### src/rtl/pfw_pkg.sv
package pfw_pkg;
  // Kind of page-control location hit by a bus address
  typedef enum logic [1:0] {
    CTRL_NONE = 2'd0,
    CTRL_PAGE = 2'd1,
    CTRL_DEV  = 2'd2
  } ctrl_e;
endpackage

### src/rtl/pfw_bus_sampler.sv
module pfw_bus_sampler #(
  parameter int ADDR_W = 20,
  parameter int DATA_W = 8
) (
  input  logic              clk,
  input  logic              rst_n,
  input  logic [ADDR_W-1:0] bus_addr,
  input  logic [DATA_W-1:0] bus_data,
  input  logic              mem_rd_n,
  input  logic              mem_wr_n,
  output logic [ADDR_W-1:0] s_addr,
  output logic              s_access,
  output logic [ADDR_W-1:0] p_addr,
  output logic [DATA_W-1:0] p_data,
  output logic              wr_release
);
  logic [DATA_W-1:0] s_data;
  logic              s_rd_n, s_wr_n, p_wr_n;

  always_ff @(posedge clk) begin
    if (!rst_n) begin
      s_addr <= '0;
      s_data <= '0;
      s_rd_n <= 1'b1;
      s_wr_n <= 1'b1;
      p_addr <= '0;
      p_data <= '0;
      p_wr_n <= 1'b1;
    end else begin
      s_addr <= bus_addr;
      s_data <= bus_data;
      s_rd_n <= mem_rd_n;
      s_wr_n <= mem_wr_n;
      p_addr <= s_addr;
      p_data <= s_data;
      p_wr_n <= s_wr_n;
    end
  end

  // Event wires for downstream logic and assertions
  assign s_access   = !s_rd_n || !s_wr_n;
  assign wr_release = !p_wr_n && s_wr_n;
endmodule

### src/rtl/pfw_page_regs.sv
module pfw_page_regs
  import pfw_pkg::*;
#(
  parameter int              ADDR_W    = 20,
  parameter int              DATA_W    = 8,
  parameter int              PAGE_W    = 8,
  parameter int              DEV_W     = 3,
  parameter logic [ADDR_W-1:0] CTRL_BASE = 20'hCA000
) (
  input  logic              clk,
  input  logic              rst_n,
  input  logic              wr_release,
  input  logic [ADDR_W-1:0] p_addr,
  input  logic [DATA_W-1:0] p_data,
  output logic [PAGE_W-1:0] page_q,
  output logic [DEV_W-1:0]  dev_q,
  output logic              commit_pg,
  output logic              commit_dev
);
  function automatic ctrl_e ctrl_kind(input logic [ADDR_W-1:0] a);
    if (a[ADDR_W-1:1] != CTRL_BASE[ADDR_W-1:1]) return CTRL_NONE;
    return a[0] ? CTRL_DEV : CTRL_PAGE;
  endfunction

  ctrl_e kind;
  assign kind       = ctrl_kind(p_addr);
  assign commit_pg  = wr_release && (kind == CTRL_PAGE);
  assign commit_dev = wr_release && (kind == CTRL_DEV);

  always_ff @(posedge clk) begin
    if (!rst_n) begin
      page_q <= '0;
      dev_q  <= '0;
    end else begin
      if (commit_pg)  page_q <= p_data[PAGE_W-1:0];
      if (commit_dev) dev_q  <= p_data[DEV_W-1:0];
    end
  end


  page_move_chk: assert property (@(posedge clk) disable iff (!rst_n)
    !$stable(page_q) |-> $past(commit_pg));

  dev_move_chk: assert property (@(posedge clk) disable iff (!rst_n)
    !$stable(dev_q) |-> $past(commit_dev));

  commit_excl_chk: assert property (@(posedge clk) disable iff (!rst_n)
    !(commit_pg && commit_dev));
endmodule

### src/rtl/pfw_select_gen.sv
module pfw_select_gen #(
  parameter int              HI_W     = 7,
  parameter int              NUM_DEV  = 8,
  parameter int              DEV_W    = 3,
  parameter logic [HI_W-1:0] WIN_TAG  = 7'h64
) (
  input  logic               clk,
  input  logic               rst_n,
  input  logic [HI_W-1:0]    s_addr_hi,
  input  logic               s_access,
  input  logic [DEV_W-1:0]   dev_q,
  output logic               win_hit,
  output logic [NUM_DEV-1:0] cs_n
);
  assign win_hit = (s_addr_hi == WIN_TAG);

  for (genvar i = 0; i < NUM_DEV; i++) begin : g_cs
    assign cs_n[i] = !(s_access && win_hit && (dev_q == DEV_W'(i)));
  end


  cs_onehot_chk: assert property (@(posedge clk) disable iff (!rst_n)
    $onehot0(~cs_n));

  cs_target_chk: assert property (@(posedge clk) disable iff (!rst_n)
    (s_access && win_hit) |-> ($countones(~cs_n) == 1 && !cs_n[dev_q]));

  cs_idle_chk: assert property (@(posedge clk) disable iff (!rst_n)
    !s_access |-> (&cs_n));
endmodule

### src/rtl/pfw_window_dec.sv
module pfw_window_dec #(
  parameter int              ADDR_W    = 20,
  parameter int              DATA_W    = 8,
  parameter int              NUM_DEV   = 8,
  parameter int              OFF_W     = 13,
  parameter int              PAGE_W    = 8,
  parameter logic [ADDR_W-1:0] WIN_BASE  = 20'hC8000,
  parameter logic [ADDR_W-1:0] CTRL_BASE = 20'hCA000
) (
  input  logic                    clk,
  input  logic                    rst_n,
  input  logic [ADDR_W-1:0]       bus_addr,
  input  logic [DATA_W-1:0]       bus_data,
  input  logic                    mem_rd_n,
  input  logic                    mem_wr_n,
  output logic [NUM_DEV-1:0]      flash_cs_n,
  output logic [OFF_W+PAGE_W-1:0] flash_addr
);
  localparam int DEV_W = (NUM_DEV > 1) ? $clog2(NUM_DEV) : 1;
  localparam int HI_W  = ADDR_W - OFF_W;

  logic [ADDR_W-1:0] s_addr, p_addr;
  logic [DATA_W-1:0] p_data;
  logic              s_access, wr_release, win_hit;
  logic              commit_pg, commit_dev;
  logic [PAGE_W-1:0] page_q;
  logic [DEV_W-1:0]  dev_q;

  pfw_bus_sampler #(.ADDR_W(ADDR_W), .DATA_W(DATA_W)) u_smp (
    .clk(clk), .rst_n(rst_n), .bus_addr(bus_addr), .bus_data(bus_data),
    .mem_rd_n(mem_rd_n), .mem_wr_n(mem_wr_n), .s_addr(s_addr),
    .s_access(s_access), .p_addr(p_addr), .p_data(p_data),
    .wr_release(wr_release)
  );

  pfw_page_regs #(
    .ADDR_W(ADDR_W), .DATA_W(DATA_W), .PAGE_W(PAGE_W), .DEV_W(DEV_W),
    .CTRL_BASE(CTRL_BASE)
  ) u_regs (
    .clk(clk), .rst_n(rst_n), .wr_release(wr_release), .p_addr(p_addr),
    .p_data(p_data), .page_q(page_q), .dev_q(dev_q),
    .commit_pg(commit_pg), .commit_dev(commit_dev)
  );

  pfw_select_gen #(
    .HI_W(HI_W), .NUM_DEV(NUM_DEV), .DEV_W(DEV_W),
    .WIN_TAG(WIN_BASE[ADDR_W-1:OFF_W])
  ) u_sel (
    .clk(clk), .rst_n(rst_n), .s_addr_hi(s_addr[ADDR_W-1:OFF_W]),
    .s_access(s_access), .dev_q(dev_q), .win_hit(win_hit), .cs_n(flash_cs_n)
  );

  assign flash_addr = {page_q, s_addr[OFF_W-1:0]};


  cs_outside_chk: assert property (@(posedge clk) disable iff (!rst_n)
    !win_hit |-> (&flash_cs_n));

  commit_on_release_chk: assert property (@(posedge clk) disable iff (!rst_n)
    (commit_pg || commit_dev) |-> wr_release);
endmodule

### config.mk
export PLATFORM = sky130hd
export DESIGN_NAME = pfw_window_dec
export DESIGN_NICKNAME = d
export VERILOG_FILES = /design/src/rtl/pfw_pkg.sv /design/src/rtl/pfw_bus_sampler.sv /design/src/rtl/pfw_page_regs.sv /design/src/rtl/pfw_select_gen.sv /design/src/rtl/pfw_window_dec.sv
export SDC_FILE = /design/constraint.sdc
export NUM_CORES = 1
export LEC_CHECK = 0
export ABC_AREA = 1
export BUFFER_PORTS_ARGS = -buffer_cell sky130_fd_sc_hd__buf_2
export CORE_ASPECT_RATIO = 1.1
export CORE_MARGIN = 4
export CORE_UTILIZATION = 47
export CTS_CLUSTER_SIZE = 8
export DETAILED_ROUTE_END_ITERATION = 6
export GPL_ROUTABILITY_DRIVEN = 0
export GPL_TIMING_DRIVEN = 0
export PLACE_DENSITY = 0.83
export SYNTH_ARGS = -nofsm -noshare
export SYNTH_HDL_FRONTEND = slang
export SYNTH_SLANG_ARGS = --single-unit
export TNS_END_PERCENT = 50
### constraint.sdc
create_clock -name clk -period 1.2 [get_ports clk]
set_clock_uncertainty 0.15 [all_clocks]
set_input_delay 0.12 -clock clk [delete_from_list [all_inputs] [get_ports clk]]
set_output_delay 0.12 -clock clk [all_outputs]
set_load 0.02 [all_outputs]
==> results of run 1 <==
-- layout by cell type (no fill, tap or decap) --
cell type	synthesis	final
nor2_1	37	29
nand2_2	0	1
nand4_1	11	11
clkbuf_1	5	5
dfxtp_2	0	13
buf_6	0	24
buf_2	3	45
nor2_4	1	3
buf_4	13	6
nand4_4	1	2
nand2_1	93	92
dfxtp_1	70	57
nor2_2	2	8
bufinv_16	0	4
inv_1	81	81
clkbuf_8	0	10
clkinvlp_4	0	1
dlygate4sd3_1	0	30
clkinv_2	0	1
nor3_2	2	1
nor3_4	0	1
-- metrics by stage --
step	worst slack [ns]	TNS [ns]	instance area (um^2)	hold WS (ns)	utilization, %
2_1_floorplan	-0.0164	-0.198	2490	0.0548	-
3_3_place_gp	-0.128	-2.24	2850	0.145	56.7
3_5_place_dp	-0.159	-2.66	2850	0.146	56.7
4_1_cts	-0.545	-5.75	3470	0.131	69.0
5_1_grt	-0.669	-8.14	3610	0.192	71.6
6_report	-0.510	-5.61	3610	0.131	71.6
-- power by group through the flow --
stage                     registers (uW)  logic, uW  clock network (uW)
after floorplan                     2500        199                   0
after global placement              2500        292                   0
after detailed placement            2510        300                   0
after CTS                           2450        394                2550
after global routing                2470        485                2660
final                               2470        436                2520
-- worst register-to-register path, stage by stage, from the launching register on --
cell     delay [ns]
dfxtp_1        0.30
nor2_1         0.10
nand2_1        0.09
nor2_4         0.21
nand4_4        0.21
nor2_1         0.15
nor2_1         0.06
-- what timing repair did --
| item | CTS | global route |
|---|---|---|
| setup endpoints to repair | 32 | 30 |
| pin swaps | 3 | 11 |
| hold buffers | 30 | 0 |
| hold endpoints to repair | 30 | 0 |
| gates resized for setup | 19 | 46 |
-- how the worst min path moves through the flow --
stage | from | to | cells past startpoint
finish | rst_n | u_smp.p_addr[3]$_SDFF_PN0_ | 4
global route | rst_n | u_smp.p_addr[1]$_SDFF_PN0_ | 4
CTS | rst_n | u_smp.p_addr[5]$_SDFF_PN0_ | 4
detailed placement | mem_rd_n | u_smp.s_rd_n$_SDFF_PN1_ | 3
global placement | mem_rd_n | u_smp.s_rd_n$_SDFF_PN1_ | 3
floorplan | mem_rd_n | u_smp.s_rd_n$_SDFF_PN1_ | 2
-- cell usage after synthesis --
master | instances | area (um^2)
dfxtp_1 | 70 | 1400
clkbuf_1 | 5 | 18.8
nand4_4 | 1 | 21.3
nor2_4 | 1 | 11.3
nand2_1 | 93 | 349
nand4_2 | 1 | 12.5
nor2_1 | 37 | 139
nor2_2 | 2 | 12.5
nor3_2 | 2 | 20.0
buf_4 | 13 | 97.6
buf_2 | 3 | 15.0
inv_1 | 81 | 304
nand4_1 | 11 | 68.8
-- state kept, by name (all words and copies together) (netlist names) --
name           flops
u_smp.p_addr      20
u_smp.s_rd_n       1
u_smp.s_data       8
u_smp.p_data       8
u_regs.page_q      8
u_smp.s_wr_n       1
u_regs.dev_q       3
u_smp.p_wr_n       1
u_smp.s_addr      20
-- final cells by class --
cell class / instances / area (um^2)
flip-flops and latches: 70 / 1420
clock buffers: 10 / 138
fillers: 355 / 1430
multi-input cells: 148 / 682
well taps: 58 / 72.6
clock inverters: 6 / 133
inverters: 81 / 304
repair buffers: 89 / 683
plain buffers: 21 / 176
-- cells by family after synthesis --
family,count (synthesis),share of synthesized area (%)
buf+inv,102,17.6
flops,70,56.7
simple gates,148,25.7
-- layer usage --
metal / GRT usage, % / wire (um) / vias to the layer above / share of wire, %
li1: - / - / 1095 / -
met1: 17.9 / 2070 / 922 / 38
met4: 9.71 / 164 / 0 / 3.0
met5: 0 / 0 / - / 0
met2: 30.3 / 2800 / 60 / 52
met3: 6.37 / 364 / 16 / 6.7
==> metrics.md, run 1 <==
| Metric | Value |
|---|---|
| Reg2Reg Depth | 6 |
| Leak pwr | 0.00210 uW |
| 1st-iter DRT viols | 65 |
| R2r startpoint | u_smp.p_addr[8]$_SDFF_PN0_ |
| Number of synthesized register bits | 70 |
| FMAX | between 500 and 600 MHz |
| Pint | 4290 uW |
| H-tree Lvls | 3 |
| Worst Setup End Kind | output pin |
| Grt total ovfl | 0 |
| Total number of vias | 2,093 |
| Worst setup path endpoint | flash_cs_n[0] |
| Register area share after synthesis | 56.7% |
| Net Count, Synth | 352 |
| Antenna violations before repair | 0 |
| Max VDD drop | ~1.3 mV |
| Crit. path cell count | 5 |
| Startpoint Class | flip-flop |
| Clock transition at path regs | about 0.08 ns |
| Num CTS Buffers | 9 |
| Setup Buffers After CTS | 0 |
| Clock Sinks | 70 |
| Avg Cell Area, Syn | 7.72 um^2 |
| Root Driver | clkbuf_8 |
| Sequential share of power | between 40% and 50% |
| Non-filler instance count after layout | 483 |
| Top-level port count | about 60 |
| CTS tree | built |
| YS warnings | 0 |
| First-pass GRT wire length | 8.85 mm |
| Final period util | 142% |
| Starting Density | 49.1% |
| Tmin final | 1.71 ns |
| Average vias per placed instance | 4.33 |
| Final WS setup | -0.510 ns |
| Layout net count | 452 |
| Vias in the first global route | 2,095 |
| Placed insts | 437 |
| Final slew viol count | 0 |
| Row cnt | 27 |
| Slew @ Worst Pin | approximately 0.46 ns |
| # diodes | 0 |
| Setup Viol. Count Final | 19 |
| Layout cells sized above 1 | 28.2% |
| Max incr delay on CP | 0.33 ns |
| P&R area growth vs syn | 45.9% |
| Die span in y | 84.1 um |
| ANT nets after route | 0 |
| Drt pass-1 iters | 4 |
| Sw frac | 20.7% |
| Hold Vio Cnt, Final | 0 |
| Die footprint | between 6000 and 7000 um^2 |
| CP Cell Sequence | nor2_2, nand2_2, nor3_4, nand4_1, buf_4 |
| Worst Setup SP | u_smp.s_addr[13]$_SDFF_PN0_ |
| Status | finished with violations |
| Slowest-stage cell, CP | dfxtp_2 |
| Flop-to-flop setup slack | -0.17 ns |
| Core Region | slightly above 5000 um^2 |
| Largest net degree at the start of global routing | 13 |
| NetSw | ~1100 uW |
| Post-DP HPWL | 3.10 mm |
| Slew headroom | 69.2% |
| Max Root-Sink Buffers | 2 |
| Logic gate share of total power | 8.0% |
| Setup CP Type | flip-flop to output pin |
| HP Class | primary input to flip-flop |
| Total wire length | 5.40 mm |
| WL per Instance | ~11 um |
| Post-synthesis instance area | 2470 um^2 |
| Tot Pwr | 5420 uW |
| Synth Instances | 320 |
| CP delay by family, top | simple AND/OR/NAND/NOR gates |
| Yosys cell types | 13 |
| Global-route usage over all layers | between 15 and 20% |
| Top fanout value on the critical path | 8 |
| R2R Path End | u_regs.page_q[6]$_SDFFE_PN0P_ |
| DR DRC count | 0 |
| Die Wd | between 70 and 80 um |
| Required time of the critical path | 0.93 ns |
| Worst endpoint data arrival time | 1.44 ns |
| Max cap viols | 0 |
| Clk_lat worst skew | 0.35 ns |
| Power per Cell Area | 1500 nW/um^2 |
| Clock power frac | a little under half |
| RSZ-0062 raised after global routing | true |
| Buffers & Inverters on Critical Path | 1 |
| IO Port Bufs | about 60 |
| Failing checks | negative setup slack |
Note: power is estimated with default switching activity, not from simulation.
==> run 2, diff against run 1 <==
--- a/config.mk
+++ b/config.mk
@@ -8,7 +8,7 @@
 export ABC_AREA = 1
 export BUFFER_PORTS_ARGS = -buffer_cell sky130_fd_sc_hd__buf_2
 export CORE_ASPECT_RATIO = 1.1
-export CORE_MARGIN = 4
+export CORE_MARGIN = 8
 export CORE_UTILIZATION = 47
 export CTS_CLUSTER_SIZE = 8
 export DETAILED_ROUTE_END_ITERATION = 6
==> run 2 against run 1 <==
The flow still finishes with violations (negative setup slack). Critical endpoint is now flash_cs_n[4]. Largest power group is now registers. Global-route usage decreased by 2.5 points. First-iteration DRC count increased by 25%. Highest routed layer unchanged. Critical path type unchanged. Sequential power about the same. Worst setup slack improved by 0.010 ns. Worst hold slack improved by 0.0098 ns. Combinational power about the same. Maximum frequency increased by 0.61%. Cell count unchanged.
==> metrics.md, run 2 (synthesized netlist as in run 1, its figures left out) <==
| Metric | Value |
|---|---|
| Drt pass-1 iters | 6 (+2) |
| Max cap viols | 0 (unchanged) |
| 1st-iter DRT viols | 81 (+25%) |
| Final period util | 142% (-0.87 points) |
| Max Root-Sink Buffers | 2 (unchanged) |
| Setup Viol. Count Final | 20 (+1) |
| Hold Vio Cnt, Final | 0 (unchanged) |
| Setup tns final | -5.45 ns (+0.152 ns) |
| Total number of vias | 2,062 (-1.5%) |
| Max VDD drop | 1.37 mV (+3.2%) |
| Setup CP Type | flip-flop to output pin |
| IO Port Bufs | 59 (unchanged) |
| Die Wd | 85.1 um (+10%) |
| Largest net degree at the start of global routing | 12 (-1) |
| Tmin final | 1.70 ns (-0.0104 ns) |
| CTS tree | built |
| Slew @ Worst Pin | 0.470 ns (+0.00726 ns) |
| Status | finished with violations |
| Die span in y | 92.1 um (+9.5%) |
| Global-route usage over all layers | 14.9% (-2.5 points) |
| HP Class | primary input to flip-flop |
| Final WS setup | -0.499 ns (+0.0104 ns) |
| P&R area growth vs syn | 42.9% |
| FMAX | 588 MHz (+0.61%) |
| Grt total ovfl | 0 (unchanged) |
| Power per Cell Area | 1400 nW/um^2 (-6.6%) |
| Die footprint | 7840 um^2 (+21%) |
| Required time of the critical path | 0.93 ns (about the same) |
| Layout Utilization | 70.1% (-1.5 points) |
| Num CTS Buffers | 9 (unchanged) |
| WL per Instance | 12.0 um (+7.2%) |
| Starting Density | 49.1% (unchanged) |
| Row cnt | 27 (unchanged) |
| First-pass GRT wire length | 9.01 mm (+1.9%) |
| Tot Pwr | 4950 uW (-8.6%) |
| Largest regs | u_smp.p_addr (20), u_smp.s_addr (20) |
| Multi-input logic area | 687 um^2 (+0.73%) |
| Average vias per placed instance | 4.27 (-1.5%) |
| Slew headroom | 68.7% (-0.48 points) |
| # diodes | 0 (unchanged) |
| Layout net count | 452 (unchanged) |
| Post-DP HPWL | 3.34 mm (+7.6%) |
| Root Driver | clkbuf_8 |
| Antenna violations before repair | 0 (unchanged) |
| Startpoint Class | flip-flop |
| Dpl ws | -0.206 ns (-0.0474 ns) |
| Worst endpoint data arrival time | 1.43 ns (about the same) |
| Vias in the first global route | 2,105 (+0.48%) |
| Sequential cell area | 1420 um^2 (about the same) |
| ANT nets after route | 0 (unchanged) |
| Clock Sinks | 70 (unchanged) |
| Failing checks | negative setup slack |
| RSZ-0062 raised after global routing | true |
| Worst Setup End Kind | output pin |
| H-tree Lvls | 3 (unchanged) |
| Leak pwr | 0.00207 uW (-1.2%) |
| Fillers | 368 (+3.7%) |
| Clk_lat worst skew | 0.34 ns (about the same) |
| Core Region | 5030 um^2 (unchanged) |
| Top-level port count | 61 (unchanged) |
| Top fanout value on the critical path | 8 (unchanged) |
| Layout cells sized above 1 | 28.0% (-0.24 points) |
| Clock transition at path regs | 0.07 ns (about the same) |
| Most common cell after layout, fill and taps aside | nand2_1 |
| DR DRC count | 0 (unchanged) |
| Final slew viol count | 0 (unchanged) |
| Total wire length | 5.79 mm (+7.2%) |
| Most frequent cells in the layout | nand2_1, inv_1, dfxtp_1, buf_2, nor2_1 |
-- run 2: power breakdown --
part	switching, uW	total [uW]	internal, uW
Clock	831	2050	1220
Combinational	208	436	227
Sequential	45.7	2470	2420
-- run 2: worst paths after layout --
check                                  end  cells past startpoint  slack (ns)                   startpoint
max                          flash_cs_n[4]                      5       -0.50  u_smp.s_addr[13]$_SDFF_PN0_
min            u_smp.s_addr[14]$_SDFF_PN0_                      4        0.14                        rst_n
max reg2reg  u_regs.page_q[3]$_SDFFE_PN0P_                      7       -0.16   u_smp.p_addr[7]$_SDFF_PN0_
min reg2reg     u_smp.p_data[5]$_SDFF_PN0_                      2        0.26   u_smp.s_data[5]$_SDFF_PN0_
-- run 2: per-stage QoR --
stage | hold slack (ns) | std cells | cell area, um^2
2_1_floorplan | 0.0548 | 320 | 2490
3_3_place_gp | 0.146 | 437 | 2850
3_5_place_dp | 0.146 | 437 | 2850
4_1_cts | 0.118 | 483 | 3420
5_1_grt | 0.177 | 483 | 3530
6_report | 0.141 | 483 | 3530
-- run 2: area by class of cell --
class / count / area share [%]
clock buffer: 12 / 4.11
tap: 58 / 2.06
sequential: 70 / 40.1
clock inverter: 4 / 1.98
multi-input combinational: 148 / 19.5
buffer: 21 / 4.68
timing repair buffer: 89 / 19.0
inverter: 81 / 8.61
-- run 2: what timing repair did --
item,in CTS,in global routing
pin swaps,4,17
hold endpoints to repair,30,0
gates resized for setup,19,40
setup buffers,0,0
hold buffers,30,0
setup endpoints to repair,32,32
-- run 2: metal layers --
metal / track usage (%) / up-vias / share of wire [%]
met2: 27.0 / 59 / 52
li1: - / 1097 / -
met1: 13.2 / 893 / 37
met3: 8.47 / 13 / 8.6
met4: 6.39 / 0 / 2.4
met5: 0 / - / 0
-- run 2: critical path: stages, from the launching register on --
cell and delay (ns):
dfxtp_2 0.33, nor2_2 0.11, nand2_2 0.07, nor3_4 0.26, nand4_1 0.14, buf_4 0.18
